===== src/rtl/sfr_pkg.sv =====
package sfr_pkg;
  typedef enum logic [1:0] {
    FR_IDLE = 2'd0,
    FR_CAL  = 2'd1,
    FR_DATA = 2'd2
  } sfr_frame_e;
endpackage


===== src/rtl/sfr_sync_edge.sv =====
module sfr_sync_edge #(
  parameter int   STAGES  = 2,
  parameter logic RST_VAL = 1'b0
) (
  input  logic clk,
  input  logic rst_n,
  input  logic din,
  output logic level,
  output logic rise,
  output logic fall
);
  logic [STAGES:0] chain;

  always_ff @(posedge clk or negedge rst_n) begin
    if (!rst_n) chain <= {(STAGES+1){RST_VAL}};
    else        chain <= {chain[STAGES-1:0], din};
  end

  assign level = chain[STAGES-1];
  assign rise  = chain[STAGES-1] & ~chain[STAGES];
  assign fall  = ~chain[STAGES-1] & chain[STAGES];
endmodule


===== src/rtl/sfr_frame_ctrl.sv =====
module sfr_frame_ctrl
  import sfr_pkg::*;
#(
  parameter int PWR_CLKS = 16,
  parameter int RUN_CLKS = 32,
  parameter int CNT_W    = $clog2(RUN_CLKS + 1)
) (
  input  logic             clk,
  input  logic             rst_n,
  input  logic             cs_fall,
  input  logic             cs_rise,
  input  logic             sck_fall,
  output sfr_frame_e       kind,
  output logic [CNT_W-1:0] fall_cnt,
  output logic             first_pending,
  output logic             commit
);
  localparam logic [CNT_W-1:0] CNT_MAX  = CNT_W'(RUN_CLKS);
  localparam logic [CNT_W-1:0] PWR_LAST = CNT_W'(PWR_CLKS - 1);
  localparam logic [CNT_W-1:0] RUN_LAST = CNT_W'(RUN_CLKS - 1);

  always_ff @(posedge clk or negedge rst_n) begin
    if (!rst_n) begin
      kind          <= FR_IDLE;
      fall_cnt      <= '0;
      first_pending <= 1'b1;
    end else if (cs_rise) begin
      kind <= FR_IDLE;
      if (kind == FR_CAL) first_pending <= 1'b0;
    end else if (cs_fall) begin
      kind     <= first_pending ? FR_CAL : FR_DATA;
      fall_cnt <= '0;
    end else if (sck_fall && kind != FR_IDLE && fall_cnt != CNT_MAX) begin
      fall_cnt <= fall_cnt + 1'b1;
    end
  end

  always_comb begin
    commit = 1'b0;
    if (sck_fall && !cs_rise) begin
      if (kind == FR_CAL  && fall_cnt == PWR_LAST) commit = 1'b1;
      if (kind == FR_DATA && fall_cnt == RUN_LAST) commit = 1'b1;
    end
  end
endmodule


===== src/rtl/sfr_offset_reg.sv =====
module sfr_offset_reg #(
  parameter int OFS_W = 12
) (
  input  logic             clk,
  input  logic             rst_n,
  input  logic             commit,
  input  logic [OFS_W-1:0] cal,
  output logic [OFS_W-1:0] ofs
);
  always_ff @(posedge clk or negedge rst_n) begin
    if (!rst_n)      ofs <= '0;
    else if (commit) ofs <= cal;
  end
endmodule


===== src/rtl/sfr_shifter.sv =====
module sfr_shifter #(
  parameter int DATA_W = 12,
  parameter int OFS_W  = 12
) (
  input  logic              clk,
  input  logic              rst_n,
  input  logic              cs_fall,
  input  logic              cs_rise,
  input  logic              sck_fall,
  input  logic              cal_frame,
  input  logic [DATA_W-1:0] sample,
  input  logic [OFS_W-1:0]  ofs,
  output logic              sdo,
  output logic              sdo_oe
);
  localparam int DW   = DATA_W + 2;
  localparam int SH_W = DATA_W + 2;

  logic signed [DW-1:0] s_ext, o_ext, diff;
  logic [DATA_W-1:0]    corr;
  logic [SH_W-1:0]      shreg;

  always_comb begin
    s_ext = $signed({2'b00, sample});
    o_ext = $signed({{(DW-OFS_W){ofs[OFS_W-1]}}, ofs});
    diff  = s_ext - o_ext;
    if (diff[DW-1])                  corr = '0;
    else if (diff[DW-2:DATA_W] != 0) corr = '1;
    else                             corr = diff[DATA_W-1:0];
  end

  always_ff @(posedge clk or negedge rst_n) begin
    if (!rst_n) begin
      shreg  <= '0;
      sdo_oe <= 1'b0;
    end else if (cs_rise) begin
      shreg  <= '0;
      sdo_oe <= 1'b0;
    end else if (cs_fall) begin
      shreg  <= cal_frame ? '0 : {2'b00, corr};
      sdo_oe <= 1'b1;
    end else if (sck_fall && sdo_oe) begin
      shreg  <= {shreg[SH_W-2:0], 1'b0};
    end
  end

  assign sdo = shreg[SH_W-1];
endmodule


===== src/rtl/adc_frame_responder.sv =====
module adc_frame_responder
  import sfr_pkg::*;
#(
  parameter int DATA_W      = 12,
  parameter int PWR_CLKS    = 16,
  parameter int RUN_CLKS    = 32,
  parameter int SYNC_STAGES = 2
) (
  input  logic              clk,
  input  logic              rst_n,
  input  logic              cs_n_i,
  input  logic              sclk_i,
  input  logic [DATA_W-1:0] sample_i,
  input  logic [DATA_W-1:0] cal_i,
  output logic              sdo_o,
  output logic              sdo_oe_o
);
  localparam int CNT_W = $clog2(RUN_CLKS + 1);

  logic cs_lvl, cs_rise, cs_fall;
  logic sck_lvl, sck_rise, sck_fall;
  sfr_frame_e        frame_kind;
  logic [CNT_W-1:0]  fall_cnt;
  logic              first_pending;
  logic              commit;
  logic [DATA_W-1:0] ofs_q;

  sfr_sync_edge #(.STAGES(SYNC_STAGES), .RST_VAL(1'b1)) u_cs_sync (
    .clk(clk), .rst_n(rst_n), .din(cs_n_i),
    .level(cs_lvl), .rise(cs_rise), .fall(cs_fall));

  sfr_sync_edge #(.STAGES(SYNC_STAGES), .RST_VAL(1'b0)) u_sck_sync (
    .clk(clk), .rst_n(rst_n), .din(sclk_i),
    .level(sck_lvl), .rise(sck_rise), .fall(sck_fall));

  sfr_frame_ctrl #(.PWR_CLKS(PWR_CLKS), .RUN_CLKS(RUN_CLKS), .CNT_W(CNT_W)) u_ctrl (
    .clk(clk), .rst_n(rst_n), .cs_fall(cs_fall), .cs_rise(cs_rise),
    .sck_fall(sck_fall), .kind(frame_kind), .fall_cnt(fall_cnt),
    .first_pending(first_pending), .commit(commit));

  sfr_offset_reg #(.OFS_W(DATA_W)) u_ofs (
    .clk(clk), .rst_n(rst_n), .commit(commit), .cal(cal_i), .ofs(ofs_q));

  sfr_shifter #(.DATA_W(DATA_W), .OFS_W(DATA_W)) u_shift (
    .clk(clk), .rst_n(rst_n), .cs_fall(cs_fall), .cs_rise(cs_rise),
    .sck_fall(sck_fall), .cal_frame(first_pending), .sample(sample_i),
    .ofs(ofs_q), .sdo(sdo_o), .sdo_oe(sdo_oe_o));

  logic unused_lvl;
  assign unused_lvl = cs_lvl ^ sck_lvl ^ sck_rise;
endmodule


===== config.mk =====
export PLATFORM = sky130hd
export DESIGN_NAME = adc_frame_responder
export DESIGN_NICKNAME = d
export VERILOG_FILES = /design/src/rtl/sfr_pkg.sv /design/src/rtl/sfr_sync_edge.sv /design/src/rtl/sfr_frame_ctrl.sv /design/src/rtl/sfr_offset_reg.sv /design/src/rtl/sfr_shifter.sv /design/src/rtl/adc_frame_responder.sv
export SDC_FILE = /design/constraint.sdc
export NUM_CORES = 1
export LEC_CHECK = 0
export ABC_CLOCK_PERIOD_IN_PS = 5000
export BUFFER_PORTS_ARGS = -buffer_cell sky130_fd_sc_hd__buf_4
export CAP_MARGIN = 20
export CORE_MARGIN = 5
export CORE_UTILIZATION = 40
export CTS_BUF_LIST = sky130_fd_sc_hd__clkbuf_16
export DETAILED_ROUTE_END_ITERATION = 6
export HOLD_SLACK_MARGIN = 0.1
export PLACE_DENSITY_LB_ADDON = 0.1
export SYNTH_ARGS = -nofsm -noshare
export SYNTH_HDL_FRONTEND = slang
export SYNTH_SLANG_ARGS = --single-unit
export TNS_END_PERCENT = 5

===== constraint.sdc =====
create_clock -name clk -period 5 [get_ports clk]
set_input_delay 0.25 -clock clk [delete_from_list [all_inputs] [get_ports clk]]
set_output_delay 0.25 -clock clk [all_outputs]
set_load 0.05 [all_outputs]

==> results of run 1 <==
## routing by layer
metal / vias up / part of all wire (%) / wire length (um) / GRT usage (%)
met5: - / 0 / 0 / 0
met4: 0 / 1.3 / 70 / 4.15
met3: 6 / 4.1 / 228 / 3.44
met2: 36 / 45 / 2510 / 21.3
met1: 1030 / 50 / 2790 / 20.2
li1: 1076 / - / - / -
## where the power goes
part | leakage, nW | internal, mW | total, mW | switching (mW)
clock network | 0.0842 | 0.236 | 0.375 | 0.139
logic | 0.881 | 0.103 | 0.232 | 0.129
registers | 0.519 | 0.380 | 0.405 | 0.0245
## cells in the final DEF, fill, tap and decap left out, drive strengths merged, types with 3 or more instances in the layout
cell type / n
clkbuf: 5
nor2: 16
mux2i: 3
nand2: 32
a21boi: 4
a21oi: 16
nor4: 4
nor3: 4
a21o: 5
mux2: 12
o22ai: 3
and3: 9
nor2b: 7
xnor2: 6
nand3: 6
ha: 17
dfrtp: 38
o21a: 4
nor4b: 3
and2: 3
o21ai: 15
dlygate4sd3: 3
a22oi: 6
nor3b: 3
buf: 31
dfstp: 4
o31ai: 5
inv: 23
## flip-flops by register name (all words and copies together), names as in the netlist
name / count
u_shift.shreg: 14
u_ofs.ofs: 12
u_ctrl.fall_cnt: 6
u_cs_sync.chain: 3
u_sck_sync.chain: 3
u_ctrl.kind: 2
u_ctrl.first_pending: 1
u_shift.sdo_oe: 1
## cells by family (layout without fill, tap and decap cells)
family,after synthesis,count (layout),share of synthesized area (%)
AO/OA/AOI/OAI,73,73,19.6
XOR/XNOR,7,7,2.58
adder cells (fa/ha/maj),18,18,8.73
buffers and inverters,33,64,5.16
flip-flops,42,42,39.6
multiplexers,15,15,6.19
AND/OR/NAND/NOR,95,95,18.2
## path summary, 6_finish.rpt
path | start | to | slack (ns) | cells past startpoint
max in group asynchronous | rst_n | u_cs_sync.chain[0] | 4.11 | 2
min reg2reg | u_sck_sync.chain[0] | u_sck_sync.chain[1] | 0.35 | 0
max reg2reg | u_ofs.ofs[1] | u_shift.shreg[1] | 2.28 | 9
min | cal_i[1] | u_ofs.ofs[1] | 0.19 | 2
min in group asynchronous | rst_n | u_shift.shreg[11] | 0.50 | 2
max | u_ofs.ofs[1] | u_shift.shreg[1] | 2.28 | 9
## metrics by stage
stage / hold WS [ns] / std cells
after floorplan: -0.0456 / 283
after global placement: 0.285 / 380
after detailed placement: 0.290 / 380
after CTS: 0.188 / 391
after global routing: 0.190 / 391
final: 0.191 / 391
## worst register-to-register path, cell delays in order, from the launching register on
cell and delay, ns:
dfrtp_1 0.38, inv_1 0.06, ha_1 0.26, nor2b_1 0.14, o2111ai_1 0.30, a21oi_2 0.15
o41ai_2 0.34, mux2i_1 0.58, buf_4 0.28, o311ai_1 0.12
## cell type report
| type | instances | area share [%] |
|---|---|---|
| timing repair buffer | 34 | 8.37 |
| multi-input combinational | 208 | 46.9 |
| clock inverter | 3 | 1.39 |
| tap | 77 | 3.07 |
| clock buffer | 5 | 3.99 |
| sequential | 42 | 33.6 |
| inverter | 22 | 2.63 |
## what timing repair did
item	4_1_cts	5_1_grt
hold buffers	3	0
buffers inserted	0	0
endpoints found under the hold margin	40	0
==> impl_metrics.py, run 1 <==
metrics = {
    "clocking": {
        "clockBufferDepth": 2,
        "h-tree-depth": 2,
        "cts-root-buf": "clkbuf_16",
        "cts_buffers": 5,
        "clk_latency_ns": 0.29,
        "cts.clk_slew.worst_paths_ns": 0.06,
        "cts_tree": "built",
        "numClockSinks": 42,
        "cts_resized": 0,
    },
    "grt": {
        "grt_usage_pct": 14.2,
        "antenna_found_initial": 0,
        "grt.overflow.total": 0,
        "grt_pass1_vias": 2010,
        "grt_pass1_wl_mm": 9.69,
        "grt_max_degree": 43,
    },
    "logic_synthesis": {
        "ys_seq_area_share_pct": 39.6,
        "yosysTopAreaCell": "dfrtp_1",
        "synthDistinctLibCells": 53,
        "yosysTopAreaCellShare_pct": 35.7,
        "synth-edff-count": 0,
        "syn-num-nets": 329,
        "syn_inst": 283,
        "ys_ff_latch": 42,
        "yosysMostFrequentCell": "dfrtp_1",
        "synth.cell_area_um2": 2670,
        "syn_area_per_cell_um2": 9.42,
        "ys_top_cells_by_area": "dfrtp_1 (36%), ha_1 (8.0%), mux2_2 (5.1%), nand2_1 (4.5%), dfstp_2 (3.9%)",
        "synthArstFlopShare_pct": 100,
        "synthTopCellsByCount": "dfrtp_1 (38), nand2_1 (32), inv_1 (21), ha_1 (17), nor2_1 (16)",
        "ys.flop_type": "dfrtp_1",
        "yosys_warnings": 0,
    },
    "final_layout": {
        "area.growth.synth_to_final_pct": 17.7,
        "multi_input_area_um2": 1470,
        "num_antenna_cells": 0,
        "design_area_um2": 3140,
        "layout-drive-gt1-share_pct": 19.7,
        "num-fill-cells": 611,
        "utilization_pct": 48.9,
        "register_area_um2": 1060,
        "nNetsFinal": 359,
    },
    "routing": {
        "firstDrtPassIters": 4,
        "via_count": 2148,
        "drtIter0Drc": 125,
        "routed_wl_mm": 5.60,
        "drcViolationCount": 0,
        "viasPerCell": 5.49,
        "ant_nets": 0,
        "wl_per_cell_um": 14.3,
    },
    "die": {
        "dieWidth_um": 91.6,
        "num_io_pins": 30,
        "dieArea_um2": 8400,
        "num_rows": 29,
        "die_h_um": 91.6,
        "core_um2": 6420,
        "start_util_pct": 41.5,
    },
    "timing": {
        "finalHoldViolCount": 0,
        "rsz0062_at_grt": "false",
        "tns_ns": 0,
        "worstMarginPinSlew_ns": 0.802,
        "fin_crit_sh_pct": 54.4,
        "drv_slew": 0,
        "worst_slack_ns": 2.28,
        "setup_violations": 0,
        "fin_crit_ns": 2.72,
        "relSlewSlack_pct": 46.3,
        "fin_skew_ns": 0.00411,
        "fmax_ghz": 0.367,
    },
    "critical_path": {
        "cp.arrival_ns": 2.88,
        "crit_family": "compound AO/OA/AOI/OAI gates",
        "startpoint_type": "flip-flop",
        "crit_path_end_kind": "flip-flop",
        "crit_chain": "inv_1, ha_1, nor2b_1, o2111ai_1, a21oi_2, o41ai_2, mux2i_1, buf_4, o311ai_1",
        "critPathBufInv": 2,
        "cp_slowest_cell": "mux2i_1",
        "cp_max_fo": 7,
        "crit_path_max_incr_delay_ns": 0.58,
        "critPathKind": "flip-flop to flip-flop",
        "cp_data_required_time_ns": 5.16,
    },
    "place": {
        "gp_congestion": 0.755,
        "dp_hpwl_mm": 4.12,
        "post_dp_cell_area_um2": 2940,
        "pre_cts_ws_ns": 2.26,
        "place.port_buffers": 29,
    },
    "run": {
        "maxCapViolCount": 0,
    },
    "pwr": {
        "total_power_mw": 1.01,
        "leakagePower_nw": 1.48,
        "p_per_area_nw_per_um2": 322,
        "peakVddDrop_v": 0.000149,
    },
    "worst_hold_path": {
        "hold_path_class": "primary input to flip-flop",
    },
    "run_status": {
        "status": "finished, final reports clean",
    },
}
No activity file was read; power rests on OpenSTA's default activity.
==> run 2: changes to the inputs <==
ABC_AREA = 1   (was not set)
ABC_CLOCK_PERIOD_IN_PS = 2800   (was 5000)
clock period = 2.8 ns   (was 5 ns; I/O delays follow)
==> run 2 against run 1 <==
Against the previous run: clock power up 49%; register-to-register slack worse by 2.0 ns; core utilization up 0.59 points.
==> impl_metrics.py, run 2 <==
metrics = {
    "routing": {
        "firstDrtPassIters": 4,
        "via_count": 2269,
        "routed_wl_mm": 5.51,
        "drtIter0Drc": 67,
        "drcViolationCount": 0,
        "viasPerCell": 4.44,
        "wl_per_cell_um": 10.8,
        "ant_nets": 0,
    },
    "timing": {
        "fmax_ghz": 0.402,
        "fin_skew_ns": 0.00625,
        "holdWs_ns": 0.345,
        "fin_crit_sh_pct": 88.8,
        "drv_slew": 0,
        "relSlewSlack_pct": 45.8,
        "finalHoldViolCount": 0,
        "setup_violations": 0,
        "worstMarginPinSlew_ns": 0.810,
        "rsz0062_at_grt": "false",
        "tns_ns": 0,
        "fin_crit_ns": 2.49,
    },
    "critical_path": {
        "critPathKind": "flip-flop to flip-flop",
        "cp_data_required_time_ns": 3.02,
        "cp.arrival_ns": 2.71,
        "startpoint_type": "flip-flop",
        "crit_path_end_kind": "flip-flop",
        "crit_family": "simple AND/OR/NAND/NOR gates",
        "cp_slowest_cell": "dfstp_2",
        "crit_path_max_incr_delay_ns": 0.54,
        "critPathBufInv": 2,
        "crit_top_cell": "nand2_1",
        "crit_chain": "inv_1, ha_1, nand2_2, inv_1, nor4_1, nand2_1, nor2_4, nand2_1, nand2_1",
        "cp_max_fo": 15,
    },
    "grt": {
        "busiest_layer": "met2",
        "grt_pass1_vias": 2283,
        "met2_usage_pct": 22.9,
        "grt_usage_pct": 14.0,
        "antenna_found_initial": 0,
        "met1_usage_pct": 18.1,
        "grt.overflow.total": 0,
        "grt_pass1_wl_mm": 9.92,
        "grtUsageMet3_pct": 3.54,
        "grt_max_degree": 43,
    },
    "logic_synthesis": {
        "yosysTopAreaCell": "dfrtp_1",
        "synth-edff-count": 0,
        "synthDistinctLibCells": 31,
        "syn-num-nets": 416,
        "synthMuxAreaShare_pct": 6.21,
        "synthTopCellsByCount": "nand2_1 (134), inv_1 (68), dfrtp_1 (38), nand3_1 (24), ha_1 (17)",
        "yosys_warnings": 0,
        "yosysTopAreaCellShare_pct": 34.2,
        "syn_inst": 370,
        "synth-xor-area-share_pct": 2.52,
        "synthAdderAreaFrac_pct": 8.37,
        "ys_top_cells_by_area": "dfrtp_1 (34%), nand2_1 (18%), inv_1 (9.2%), ha_1 (7.7%), mux2_4 (5.4%)",
        "syn_area_per_cell_um2": 7.51,
        "yosysMostFrequentCell": "nand2_1",
        "synth.cell_area_um2": 2780,
        "synth_top_family_by_area": "simple AND/OR/NAND/NOR gates",
        "synthArstFlopShare_pct": 100,
        "ys.flop_type": "dfrtp_1",
        "synth-compound-area-share_pct": 4.46,
        "ys_seq_area_share_pct": 38.0,
        "synth-simple-area-share_pct": 29.4,
        "ys_ff_latch": 42,
    },
    "pwr": {
        "p_per_area_nw_per_um2": 517,
        "leakagePower_nw": 1.84,
        "peakVddDrop_v": 0.000211,
        "total_power_mw": 1.74,
    },
    "worst_hold_path": {
        "hold_path_class": "primary input to flip-flop",
    },
    "clocking": {
        "numClockSinks": 42,
        "cts_buffers": 5,
        "clk_latency_ns": 0.28,
        "h-tree-depth": 2,
        "cts-root-buf": "clkbuf_16",
        "cts.clk_slew.worst_paths_ns": 0.06,
        "clockBufferDepth": 2,
        "cts_setup_buffers": 0,
        "cts_tree": "built",
    },
    "place": {
        "place.port_buffers": 29,
        "dp_cells": 488,
        "gp_congestion": 0.805,
        "dp_hpwl_mm": 4.31,
    },
    "die": {
        "num_io_pins": 30,
        "num_rows": 30,
        "dieArea_um2": 8710,
        "core_um2": 6790,
        "start_util_pct": 40.9,
        "dieWidth_um": 93.4,
        "die_h_um": 93.4,
    },
    "final_layout": {
        "largest_reg_flops": 14,
        "instances_no_fill": 511,
        "layout_commonest_cell": "nand2_1",
        "top_regs": "u_shift.shreg x14, u_ofs.ofs x12, u_ctrl.fall_cnt x6",
        "num_antenna_cells": 0,
        "top_register": "u_shift.shreg",
        "nNetsFinal": 460,
        "layout-drive-gt1-share_pct": 14.7,
        "final_cell_mix": "nand2_1 (134), inv_1 (69), dfrtp_1 (38)",
        "area.growth.synth_to_final_pct": 20.9,
    },
    "run_status": {
        "status": "finished, final reports clean",
    },
    "run": {
        "maxCapViolCount": 0,
    },
}
==> run 2: changes by cell type in the layout (fill, tap and decap cells not counted), moves of 6 or more <==
cell	previous run	this run
mux2_2	12	2
o21ai_0	15	5
dlygate4sd3_1	3	15
and3_1	9	0
a22oi_1	6	0
inv_1	21	69
mux2_4	0	10
nand3_1	6	24
nor2b_1	7	0
nand2_1	32	134
==> run 2: final cells by class <==
type / count / area (um^2)
clock buffers: 5 / 125
repair buffers: 44 / 368
multi-input cells: 252 / 1420
fillers: 678 / 3430
flip-flops and latches: 42 / 1060
clock inverters: 3 / 17.5
well taps: 96 / 120
inverters: 69 / 259
==> run 2: logic make-up (layout without fill, tap and decap cells) <==
kind of cell	count (synthesis)	after routing
and+or+nand+nor	193	193
xor gates and xnor gates	8	8
muxes	12	12
buffers and inverters	76	121
DFF	42	42
AOI/OAI and AO/OA	21	21
adders and majority gates	18	18
==> run 2: worst min-delay path, delay by kind of cell <==
kind	cells	cell delay [ns]
fa+ha+maj	1	0.13
simple gates	3	0.15
buf+inv	2	0.16
==> run 2: where the power goes <==
part	internal [mW]	leakage (nW)	switching [mW]
clock	0.327	0.0750	0.231
combinational	0.181	1.25	0.255
sequential	0.686	0.521	0.0560
==> run 2: path summary, 6_finish.rpt <==
| check | from | endpoint | slack, ns | depth (start not counted) |
|---|---|---|---|---|
| worst max-delay path | u_cs_sync.chain[1] | u_shift.shreg[6] | 0.31 | 9 |
| worst min-delay path | sample_i[0] | u_shift.shreg[0] | 0.35 | 6 |
| worst max register to register | u_cs_sync.chain[1] | u_shift.shreg[6] | 0.31 | 9 |
| worst min register to register | u_sck_sync.chain[0] | u_sck_sync.chain[1] | 0.35 | 0 |
| max in group asynchronous | rst_n | u_cs_sync.chain[0] | 2.03 | 2 |
| min in group asynchronous | rst_n | u_ctrl.fall_cnt[3] | 0.39 | 2 |
==> run 2: layer usage <==
metal | part of all wire, % | vias to the layer above | wire length, um
met5 | 0 | - | 0
met4 | 1.0 | 0 | 57
met3 | 3.9 | 5 | 212
met2 | 44 | 28 | 2450
met1 | 51 | 1007 | 2790
li1 | - | 1229 | -
==> run 2: metrics by stage <==
step                worst slack (ns)  instance area, um^2  util (%)
finish                         0.314                 3360      49.5
global route                  0.0709                 3360      49.5
detailed placement             0.284                 3070      45.2
floorplan                      0.881                 2780         -
global placement               0.229                 3070      45.2
CTS                            0.268                 3360      49.5
==> run 2: timing repair <==
| item | CTS | global route |
|---|---|---|
| hold buffers | 15 | 0 |
| hold endpoints to repair | 52 | 0 |
| resized for setup | 0 | 0 |
==> run 3: changes to the inputs <==
ABC_CLOCK_PERIOD_IN_PS = 2400   (was 2800)
HOLD_SLACK_MARGIN = not set   (was 0.1)
clock period = 2.4 ns   (was 2.8 ns; I/O delays follow)
==> run 3 against run 2 <==
Against the previous run: final area decreased by 2.0%; sequential share of layout area increased by 0.66 points; flip-flop and latch count is the same; worst setup slack gained 0.0077 ns; via count shrank 0.26%; final cell count decreased by 1.8%; critical path type unchanged.
==> impl_metrics.py, run 3 (synthesis results as in run 2) <==
metrics = {
    "clocking": {
        "numClockSinks": 42,
        "cts_buffers": 5,
        "cts-root-buf": "clkbuf_16",
        "clk_latency_ns": 0.29,
        "cts_tree": "built",
        "cts.clk_slew.worst_paths_ns": 0.06,
        "cts_setup_buffers": 0,
        "h-tree-depth": 2,
        "clockBufferDepth": 2,
    },
    "run_status": {
        "status": "finished, final reports clean",
    },
    "timing": {
        "worstMarginPinSlew_ns": 0.546,
        "fin_skew_ns": 0.00521,
        "fin_crit_sh_pct": 86.6,
        "finalHoldViolCount": 0,
        "setup_violations": 0,
        "rsz0062_at_grt": "false",
        "fin_crit_ns": 2.08,
        "drv_slew": 0,
        "tns_ns": 0,
        "relSlewSlack_pct": 63.6,
        "holdWs_ns": 0.0586,
        "fmax_ghz": 0.481,
    },
    "critical_path": {
        "r2r_cells": 12,
        "critPathBufInv": 1,
        "crit_path_end_kind": "flip-flop",
        "cp.arrival_ns": 2.26,
        "reg2reg_from": "u_ofs.ofs[0]",
        "crit_chain": "ha_1, fa_1, inv_1, nand3_1, nand3_1, nand3_1, nand3_1, nand2_1, nand2_2, nand2_1, nand2_1, nand2_1",
        "cp_max_fo": 12,
        "cp_data_required_time_ns": 2.58,
        "critPathKind": "flip-flop to flip-flop",
        "r2r_end": "u_shift.shreg[6]",
        "startpoint_type": "flip-flop",
        "crit_family": "simple AND/OR/NAND/NOR gates",
        "ff2ff_setup_slack_ns": 0.32,
        "cp_slowest_cell": "fa_1",
        "crit_path_max_incr_delay_ns": 0.41,
    },
    "pwr": {
        "peakVddDrop_v": 0.000244,
        "leakagePower_nw": 1.82,
        "p_per_area_nw_per_um2": 656,
    },
    "die": {
        "num_io_pins": 30,
        "start_util_pct": 40.9,
        "core_um2": 6790,
        "num_rows": 30,
        "dieWidth_um": 93.4,
        "die_h_um": 93.4,
        "dieArea_um2": 8710,
    },
    "final_layout": {
        "top_regs": "u_shift.shreg x14, u_ofs.ofs x12, u_ctrl.fall_cnt x6",
        "layout_commonest_cell": "nand2_1",
        "final_cell_mix": "nand2_1 (133), inv_1 (68), dfrtp_1 (38)",
        "largest_reg_flops": 14,
        "top_register": "u_shift.shreg",
        "area.growth.synth_to_final_pct": 18.5,
        "num_antenna_cells": 0,
        "nNetsFinal": 451,
        "utilization_pct": 48.5,
        "layout-drive-gt1-share_pct": 16.3,
    },
    "grt": {
        "grt_max_degree": 43,
        "grt.overflow.total": 0,
        "antenna_found_initial": 0,
        "grt_pass1_wl_mm": 10.0,
        "grt_pass1_vias": 2209,
        "grt_usage_pct": 14.4,
    },
    "routing": {
        "viasPerCell": 4.51,
        "via_count": 2263,
        "drcViolationCount": 0,
        "wl_per_cell_um": 11.2,
        "firstDrtPassIters": 4,
        "routed_wl_mm": 5.65,
        "drtIter0Drc": 76,
        "ant_nets": 0,
    },
    "worst_hold_path": {
        "min_to": "u_ofs.ofs[5]",
        "hold_depth": 2,
        "min-delay-start": "cal_i[5]",
        "hold_path_class": "primary input to flip-flop",
    },
    "run": {
        "maxCapViolCount": 0,
    },
    "place": {
        "place.port_buffers": 29,
        "gp_congestion": 0.860,
        "dp_hpwl_mm": 4.29,
    },
}
==> run 3: cell count changes in the layout (fill, tap and decap cells not counted), sizes merged <==
| cell | before | now |
|---|---|---|
| dlygate4sd3 | 15 | 3 |
| clkinv | 2 | 1 |
| buf | 29 | 32 |
| bufinv | 0 | 1 |
==> run 3: report_power, final <==
part | internal (mW) | switching [mW] | total (mW)
combinational | 0.207 | 0.306 | 0.512
clock | 0.493 | 0.286 | 0.779
sequential | 0.800 | 0.0691 | 0.869
total | 1.50 | 0.661 | 2.16
==> run 3: cell type report <==
| type | instances | area (um^2) |
|---|---|---|
| Timing Repair Buffer | 35 | 270 |
| Clock inverter | 3 | 43.8 |
| Clock buffer | 5 | 125 |
| Fill cell | 684 | 3500 |
| Multi-Input combinational cell | 252 | 1420 |
| Inverter | 69 | 259 |
| Sequential cell | 42 | 1060 |
| Tap cell | 96 | 120 |
==> run 3: layer usage <==
| metal | global-route usage (%) | routed length, um |
|---|---|---|
| met2 | 21.7 | 2500 |
| met4 | 4.76 | 71 |
| met5 | 0 | 0 |
| met3 | 3.70 | 207 |
| met1 | 20.0 | 2870 |
==> run 3: worst max path at each step <==
| stage | from | end | slack (ns) | cells after the start |
|---|---|---|---|---|
| floorplan | u_ofs.ofs[0] | u_shift.shreg[11] | 0.48 | 13 |
| global placement | u_ofs.ofs[0] | u_shift.shreg[4] | 0.27 | 12 |
| detailed placement | u_ofs.ofs[0] | u_shift.shreg[4] | 0.19 | 12 |
| CTS | u_ofs.ofs[0] | u_shift.shreg[4] | 0.18 | 12 |
| global route | u_ofs.ofs[0] | u_shift.shreg[2] | 0.07 | 12 |
| finish | u_ofs.ofs[0] | u_shift.shreg[6] | 0.32 | 12 |
==> run 3: timing repair <==
item	in CTS	in global routing
hold buffers	3	0
endpoints found under the setup margin	0	9
gates resized for setup	0	1
hold endpoints to repair	40	0
==> run 3: per-stage QoR <==
stage | power [mW] | worst slack [ns] | instances | area, um^2
global route | 2.31 | 0.0725 | 502 | 3290
detailed placement | 1.39 | 0.190 | 491 | 3090
CTS | 2.18 | 0.178 | 502 | 3290
finish | 2.16 | 0.322 | 502 | 3290
global placement | 1.38 | 0.274 | 491 | 3090
floorplan | 1.24 | 0.481 | 370 | 2780
==> run 3: worst reg2reg max path: cells and delay by family (launching register included) <==
| kind | cells | cell delay [ns] |
|---|---|---|
| buffers and inverters | 1 | 0.11 |
| and+or+nand+nor | 9 | 0.85 |
| adders and majority gates | 2 | 0.64 |
| DFF | 1 | 0.39 |
